`src/rtl/ldev_pkg.sv`:
```
package ldev_pkg;
   localparam logic [7:0] IDX_ACT   = 8'h30;
   localparam logic [7:0] IDX_CHK   = 8'h31;
   localparam logic [7:0] IDX_IO    = 8'h60;
   localparam logic [7:0] PAT_ONE   = 8'h55;
   localparam logic [7:0] PAT_ZERO  = 8'hAA;
   localparam int         IO_AW     = 16;

   typedef struct packed {
      logic arm;
      logic pick;
   } chk_t;
endpackage

```
`src/rtl/ldev_cfg_regs.sv`:
```
module ldev_cfg_regs
   import ldev_pkg::*;
#(
   parameter int NUM_RANGES = 8
) (
   input  logic                                clk,
   input  logic                                rst_n,
   input  logic                                sel,
   input  logic [7:0]                          idx,
   input  logic                                wr,
   input  logic [7:0]                          wdata,
   input  logic                                clr,
   output logic [7:0]                          rdata,
   output logic                                act_q,
   output chk_t                                chk_q,
   output logic [NUM_RANGES-1:0][IO_AW-1:0]    base_q
);
   logic wr_en;
   assign wr_en = wr & sel;

   always_ff @(posedge clk or negedge rst_n) begin
      if (!rst_n) begin
         act_q <= 1'b0;
         chk_q <= '0;
      end else if (clr) begin
         act_q <= 1'b0;
         chk_q <= '0;
      end else if (wr_en) begin
         if (idx == IDX_ACT) act_q <= wdata[0];
         if (idx == IDX_CHK) chk_q <= '{arm: wdata[1], pick: wdata[0]};
      end
   end

   for (genvar g = 0; g < NUM_RANGES; g++) begin : g_base
      localparam logic [7:0] HI_IDX = IDX_IO + 8'(2 * g);
      localparam logic [7:0] LO_IDX = IDX_IO + 8'(2 * g + 1);
      always_ff @(posedge clk or negedge rst_n) begin
         if (!rst_n) begin
            base_q[g] <= '0;
         end else if (clr) begin
            base_q[g] <= '0;
         end else if (wr_en) begin
            if (idx == HI_IDX) base_q[g][15:8] <= wdata;
            if (idx == LO_IDX) base_q[g][7:0]  <= wdata;
         end
      end
   end

   always_comb begin
      rdata = 8'h00;
      if (sel) begin
         if (idx == IDX_ACT) rdata = {7'b0, act_q};
         if (idx == IDX_CHK) rdata = {6'b0, chk_q.arm, chk_q.pick};
         for (int i = 0; i < NUM_RANGES; i++) begin
            if (idx == IDX_IO + 8'(2 * i))     rdata = base_q[i][15:8];
            if (idx == IDX_IO + 8'(2 * i + 1)) rdata = base_q[i][7:0];
         end
      end
   end


   act_wr_chk: assert property (@(posedge clk) disable iff (!rst_n)
      (wr_en && idx == IDX_ACT && !clr) |=> (act_q == $past(wdata[0])));


   unsel_chk: assert property (@(posedge clk) disable iff (!rst_n)
      (wr && !sel && !clr) |=> (act_q == $past(act_q) && chk_q == $past(chk_q)
                                && base_q == $past(base_q)));


   clr_chk: assert property (@(posedge clk) disable iff (!rst_n)
      clr |=> (!act_q && chk_q == '0 && base_q == '0));
endmodule

```
`src/rtl/ldev_range_match.sv`:
```
module ldev_range_match
   import ldev_pkg::*;
#(
   parameter int NUM_RANGES  = 8,
   parameter int RANGE_BYTES = 8
) (
   input  logic [NUM_RANGES-1:0][IO_AW-1:0] base,
   input  logic [IO_AW-1:0]                 addr,
   output logic [NUM_RANGES-1:0]            hit_vec,
   output logic                             hit
);
   localparam logic [IO_AW:0] SPAN = (IO_AW+1)'(RANGE_BYTES);

   for (genvar g = 0; g < NUM_RANGES; g++) begin : g_cmp
      logic [IO_AW:0] lo, hi_excl, a;
      assign lo      = {1'b0, base[g]};
      assign hi_excl = lo + SPAN;
      assign a       = {1'b0, addr};
      assign hit_vec[g] = (base[g] != '0) && (a >= lo) && (a < hi_excl);
   end

   assign hit = |hit_vec;
endmodule

```
`src/rtl/ldev_resp_mux.sv`:
```
module ldev_resp_mux
   import ldev_pkg::*;
(
   input  logic       hit,
   input  logic       act,
   input  chk_t       chk,
   input  logic       rd,
   input  logic       wr,
   output logic       dec,
   output logic       drive,
   output logic [7:0] data
);
   always_comb begin
      dec   = act & hit & (rd | wr);
      drive = ~act & chk.arm & hit & rd;
      data  = 8'h00;
      if (drive) data = chk.pick ? PAT_ONE : PAT_ZERO;
   end
endmodule

```
`src/rtl/ldev_io_responder.sv`:
```
module ldev_io_responder
   import ldev_pkg::*;
#(
   parameter int          NUM_RANGES  = 8,
   parameter int          RANGE_BYTES = 8,
   parameter logic [7:0]  LDN_ID      = 8'd0
) (
   input  logic        clk,
   input  logic        rst_n,
   input  logic [7:0]  cfg_ldn,
   input  logic [7:0]  cfg_idx,
   input  logic        cfg_wr,
   input  logic [7:0]  cfg_wdata,
   output logic [7:0]  cfg_rdata,
   input  logic        dev_clr,
   input  logic [15:0] io_addr,
   input  logic        io_rd,
   input  logic        io_wr,
   output logic        io_dec,
   output logic        io_test_drive,
   output logic [7:0]  io_test_data
);
   if (NUM_RANGES < 1 || NUM_RANGES > 8) begin : g_bad_n
      $error("NUM_RANGES must be 1..8");
   end
   if (RANGE_BYTES < 1 || RANGE_BYTES > 256) begin : g_bad_span
      $error("RANGE_BYTES must be 1..256");
   end

   logic                             sel;
   logic                             act;
   chk_t                             chk;
   logic [NUM_RANGES-1:0][IO_AW-1:0] base;
   logic [NUM_RANGES-1:0]            hit_vec;
   logic                             hit;

   assign sel = (cfg_ldn == LDN_ID);

   ldev_cfg_regs #(.NUM_RANGES(NUM_RANGES)) u_regs (
      .clk(clk), .rst_n(rst_n), .sel(sel), .idx(cfg_idx), .wr(cfg_wr),
      .wdata(cfg_wdata), .clr(dev_clr), .rdata(cfg_rdata),
      .act_q(act), .chk_q(chk), .base_q(base)
   );

   ldev_range_match #(.NUM_RANGES(NUM_RANGES), .RANGE_BYTES(RANGE_BYTES)) u_match (
      .base(base), .addr(io_addr), .hit_vec(hit_vec), .hit(hit)
   );

   ldev_resp_mux u_resp (
      .hit(hit), .act(act), .chk(chk), .rd(io_rd), .wr(io_wr),
      .dec(io_dec), .drive(io_test_drive), .data(io_test_data)
   );


   dec_needs_act_chk: assert property (@(posedge clk) disable iff (!rst_n)
      io_dec |-> (act && hit));


   drive_inactive_chk: assert property (@(posedge clk) disable iff (!rst_n)
      io_test_drive |-> (!act && !io_dec));


   pattern_chk: assert property (@(posedge clk) disable iff (!rst_n)
      io_test_drive |-> (io_test_data == PAT_ONE || io_test_data == PAT_ZERO));


   zero_base_chk: assert property (@(posedge clk) disable iff (!rst_n)
      (base == '0) |-> !hit);
endmodule

```
`config.mk`:
```
export PLATFORM = sky130hd
export DESIGN_NAME = ldev_io_responder
export DESIGN_NICKNAME = d
export VERILOG_FILES = /design/src/rtl/ldev_pkg.sv /design/src/rtl/ldev_cfg_regs.sv /design/src/rtl/ldev_range_match.sv /design/src/rtl/ldev_resp_mux.sv /design/src/rtl/ldev_io_responder.sv
export SDC_FILE = /design/constraint.sdc
export NUM_CORES = 1
export LEC_CHECK = 0
export BUFFER_PORTS_ARGS = -buffer_cell sky130_fd_sc_hd__buf_2
export CAP_MARGIN = 20
export CELL_PAD_IN_SITES_DETAIL_PLACEMENT = 0
export CELL_PAD_IN_SITES_GLOBAL_PLACEMENT = 1
export CORE_ASPECT_RATIO = 0.8
export CORE_UTILIZATION = 45
export CTS_BUF_LIST = sky130_fd_sc_hd__clkbuf_8
export DETAILED_ROUTE_END_ITERATION = 10
export HOLD_SLACK_MARGIN = 0.05
export PLACE_DENSITY = 0.77
export SETUP_SLACK_MARGIN = 0.05
export SYNTH_ARGS = -nofsm -noshare
export SYNTH_HDL_FRONTEND = slang
export SYNTH_SLANG_ARGS = --single-unit
```
`constraint.sdc`:
```
create_clock -name clk -period 3.53 [get_ports clk]
set_clock_uncertainty 0.2 [all_clocks]
set_input_delay 0.353 -clock clk [delete_from_list [all_inputs] [get_ports clk]]
set_output_delay 0.353 -clock clk [all_outputs]
set_load 0.01 [all_outputs]
```
==> impl_metrics.tcl <==
set metrics [dict create \
    worstSetupEndpointType "primary output" \
    final_cell_area_mm2 0.0175 \
    cts_made_buffers 17 \
    row_count 58 \
    crit_path_start_kind "register" \
    yosysSeqAreaShare_pct 22.7 \
    die_y_um 162 \
    die_w_um 202 \
    peakVddDrop_mv 0.238 \
    period_share_pct 123 \
    hpwl_um 41800 \
    violations "negative setup slack" \
    yosys_warnings 0 \
    syn_inst 1669 \
    clockBufferDepth 2 \
    synth_cell_types 79 \
    drc 0 \
    rsz0062_at_grt "true" \
    root_buffer "clkbuf_8" \
    leakage_nw 7.30 \
    place_area_mm2 0.0169 \
    io_pins 64 \
    routed_wire_length_per_instance_um 22.8 \
    antenna_found_initial 2 \
    status "finished, violations left" \
    cp.arrival_ps 3800 \
    criticalPathCategory "reg -> out" \
    maxCapViolCount 0 \
    synth_seq_cells 131 \
    drtIter0Drc 1610 \
    netlist_area_mm2 0.0145 \
    fin_crit_ps 4350 \
    vias 14200 \
    hold_ws_ps 197 \
    synth_flop_cell "dfrtp_1" \
    hold_path_class "in -> async" \
    timing.final.hold_violations 0 \
    die_area_mm2 0.0329 \
    cts.sinks 131 \
    synth-edff-count 0 \
    synthesis.nets 1955 \
    cts_htree_levels 4 \
    tightest_slew_ps 897 \
    slew_violations 0 \
    dr.pass1.iters 6 \
    layout.cells.non_filler 2364 \
    critical_path_required_ps 2980 \
    core_mm2 0.0315 \
    areaGrowthSynthToFinish_pct 20.7 \
    layout-drive-gt1-share_pct 21.1 \
    port_buffers 63 \
    path_clk_slew_ps 90 \
    nets 2216 \
    slew_headroom_pct 40.2 \
    postRouteAntennaNets 0 \
    setup_viol_count_final 10 \
    timing.fmax_mhz 230 \
    dpl.cell_count 2322 \
    place.gp.congestion 1.00 \
    clkLatencyLatePin_ps 480 \
    setup_ws_ps -824 \
    fin_tns_setup_ps -8000 \
    p_per_area_mw_per_mm2 209 \
    viasPerCell 6.03 \
    grt_use_total_pct 33.1 \
    cp_max_fo 4 \
    totalWireLength_um 53800 \
    synthArstFlopShare_pct 100 \
    grt_pass1_wl_um 81900 \
    initial_core_util_pct 45.9 \
    avgSynthCellArea_um2 8.67 \
    overflow 0 \
    grt_start_max_net_pins 77 \
    cts_tree "built" \
    grt_pass1_vias 13500 \
]
==> synth_stat cells, types with 12 or more instances <==
master      n  area, µm²
a22oi_1    12       90.1
inv_1     145        544
nor4_1     39        244
nand4_1    35        219
a21oi_1    88        440
nor2_1    185        694
nand3_1    64        320
o211ai_1   17        128
nor2b_1    12       75.1
a21o_1     22        165
a31oi_1    16        100
buf_4      14        105
nand2b_1   17        106
ha_1      240       3000
dfrtp_1   131       3280
nor3_1     32        160
o21ai_0    57        285
a211oi_1   20        150
xnor2_1    88        771
mux2i_1   122       1220
clkbuf_1   34        128
nand2_1    90        338
==> worst paths after layout <==
check                             startpoint  cells after the start                end  slack (ps)
max in group asynchronous              rst_n                      3  u_regs.base_q[85]        2100
max reg2reg                u_regs.base_q[68]                      5  u_regs.base_q[68]        2180
max                        u_regs.base_q[54]                     13    io_test_data[1]        -820
min                                    rst_n                      2  u_regs.base_q[14]         200
min in group clk                cfg_wdata[0]                      3  u_regs.base_q[96]         200
min reg2reg                u_regs.base_q[65]                      2  u_regs.base_q[65]         370
==> worst max-delay path, stage by stage, from the launching register on <==
cell and delay, ps:
dfrtp_1 370, and4_4 230, nand4_1 180, nor4_2 210, xnor2_1 160, ha_1 260, a211o_1 310, or3_1 330
a221oi_2 200, a211oi_1 120, and4bb_2 400, a2111oi_4 90, a211oi_2 280, buf_2 180
==> repair_timing <==
| item | 4_1_cts | 5_1_grt |
|---|---|---|
| setup endpoints to repair | 10 | 10 |
| pin swaps | 6 | 8 |
| hold buffers | 1 | 0 |
| hold endpoints to repair | 63 | 0 |
| resized for setup | 10 | 8 |
| buffers inserted | 5 | 3 |
==> state kept, by name, indices dropped and copies added, names as in the netlist <==
name           count
u_regs.act_q       1
u_regs.base_q    128
u_regs.chk_q       2
==> kinds of logic (layout without fill, tap and decap cells) <==
kind of cell               count (synthesis)  after routing  share of synthesized area, %
AOI/OAI and AO/OA                        320            320                          15.0
adders and majority gates                240            240                          20.8
other                                      0              1                             0
muxes                                    132            132                          9.92
DFF                                      131            131                          22.7
buffers and inverters                    206            480                          5.81
and+or+nand+nor                          552            552                          20.5
xor gates and xnor gates                  88             88                          5.33
==> final cells by class <==
class	instances	area, µm²
tap	420	526
timing repair buffer	303	2270
clock inverter	15	180
inverter	145	544
fill	2970	14000
clock buffer	17	234
sequential	131	3280
antenna	1	2.50
multi-input combinational	1332	10400
==> routing by layer <==
metal	part of all wire (%)	global-route usage, %
met3	9.0	5.42
met2	43	50.4
met5	0	0
met1	45	47.9
met4	2.9	9.74
==> stage by stage <==
step	setup WS [ps]	total power, mW	utilization [%]
2_1_floorplan	-207	1.89	-
3_3_place_gp	-206	2.23	53.7
3_5_place_dp	-313	2.25	53.7
4_1_cts	-764	3.64	55.3
5_1_grt	-966	3.79	55.5
6_report	-824	3.66	55.5
==> placed cells by master (no fill, tap or decap), drive strengths merged, types with 16 or more instances in the layout <==
cell    Yosys  final
a211oi     22     22
o211ai     17     17
nand3      65     65
nand2      97     97
nor2      200    200
buf        26    302
inv       145    149
xnor2      88     88
nand4      35     35
nand2b     17     17
a21o       22     22
a21oi      88     88
mux2i     122    122
ha        240    240
nor3       39     39
o21ai      60     60
dfrtp     131    131
clkbuf     35     17
a31oi      16     16
nor4       42     42
==> report_power, final <==
part	switching (mW)	internal, mW
registers	0.0000129	1.50
logic	0.472	0.266
clock network	0.714	0.704
Power figures use the tool's default switching activity.
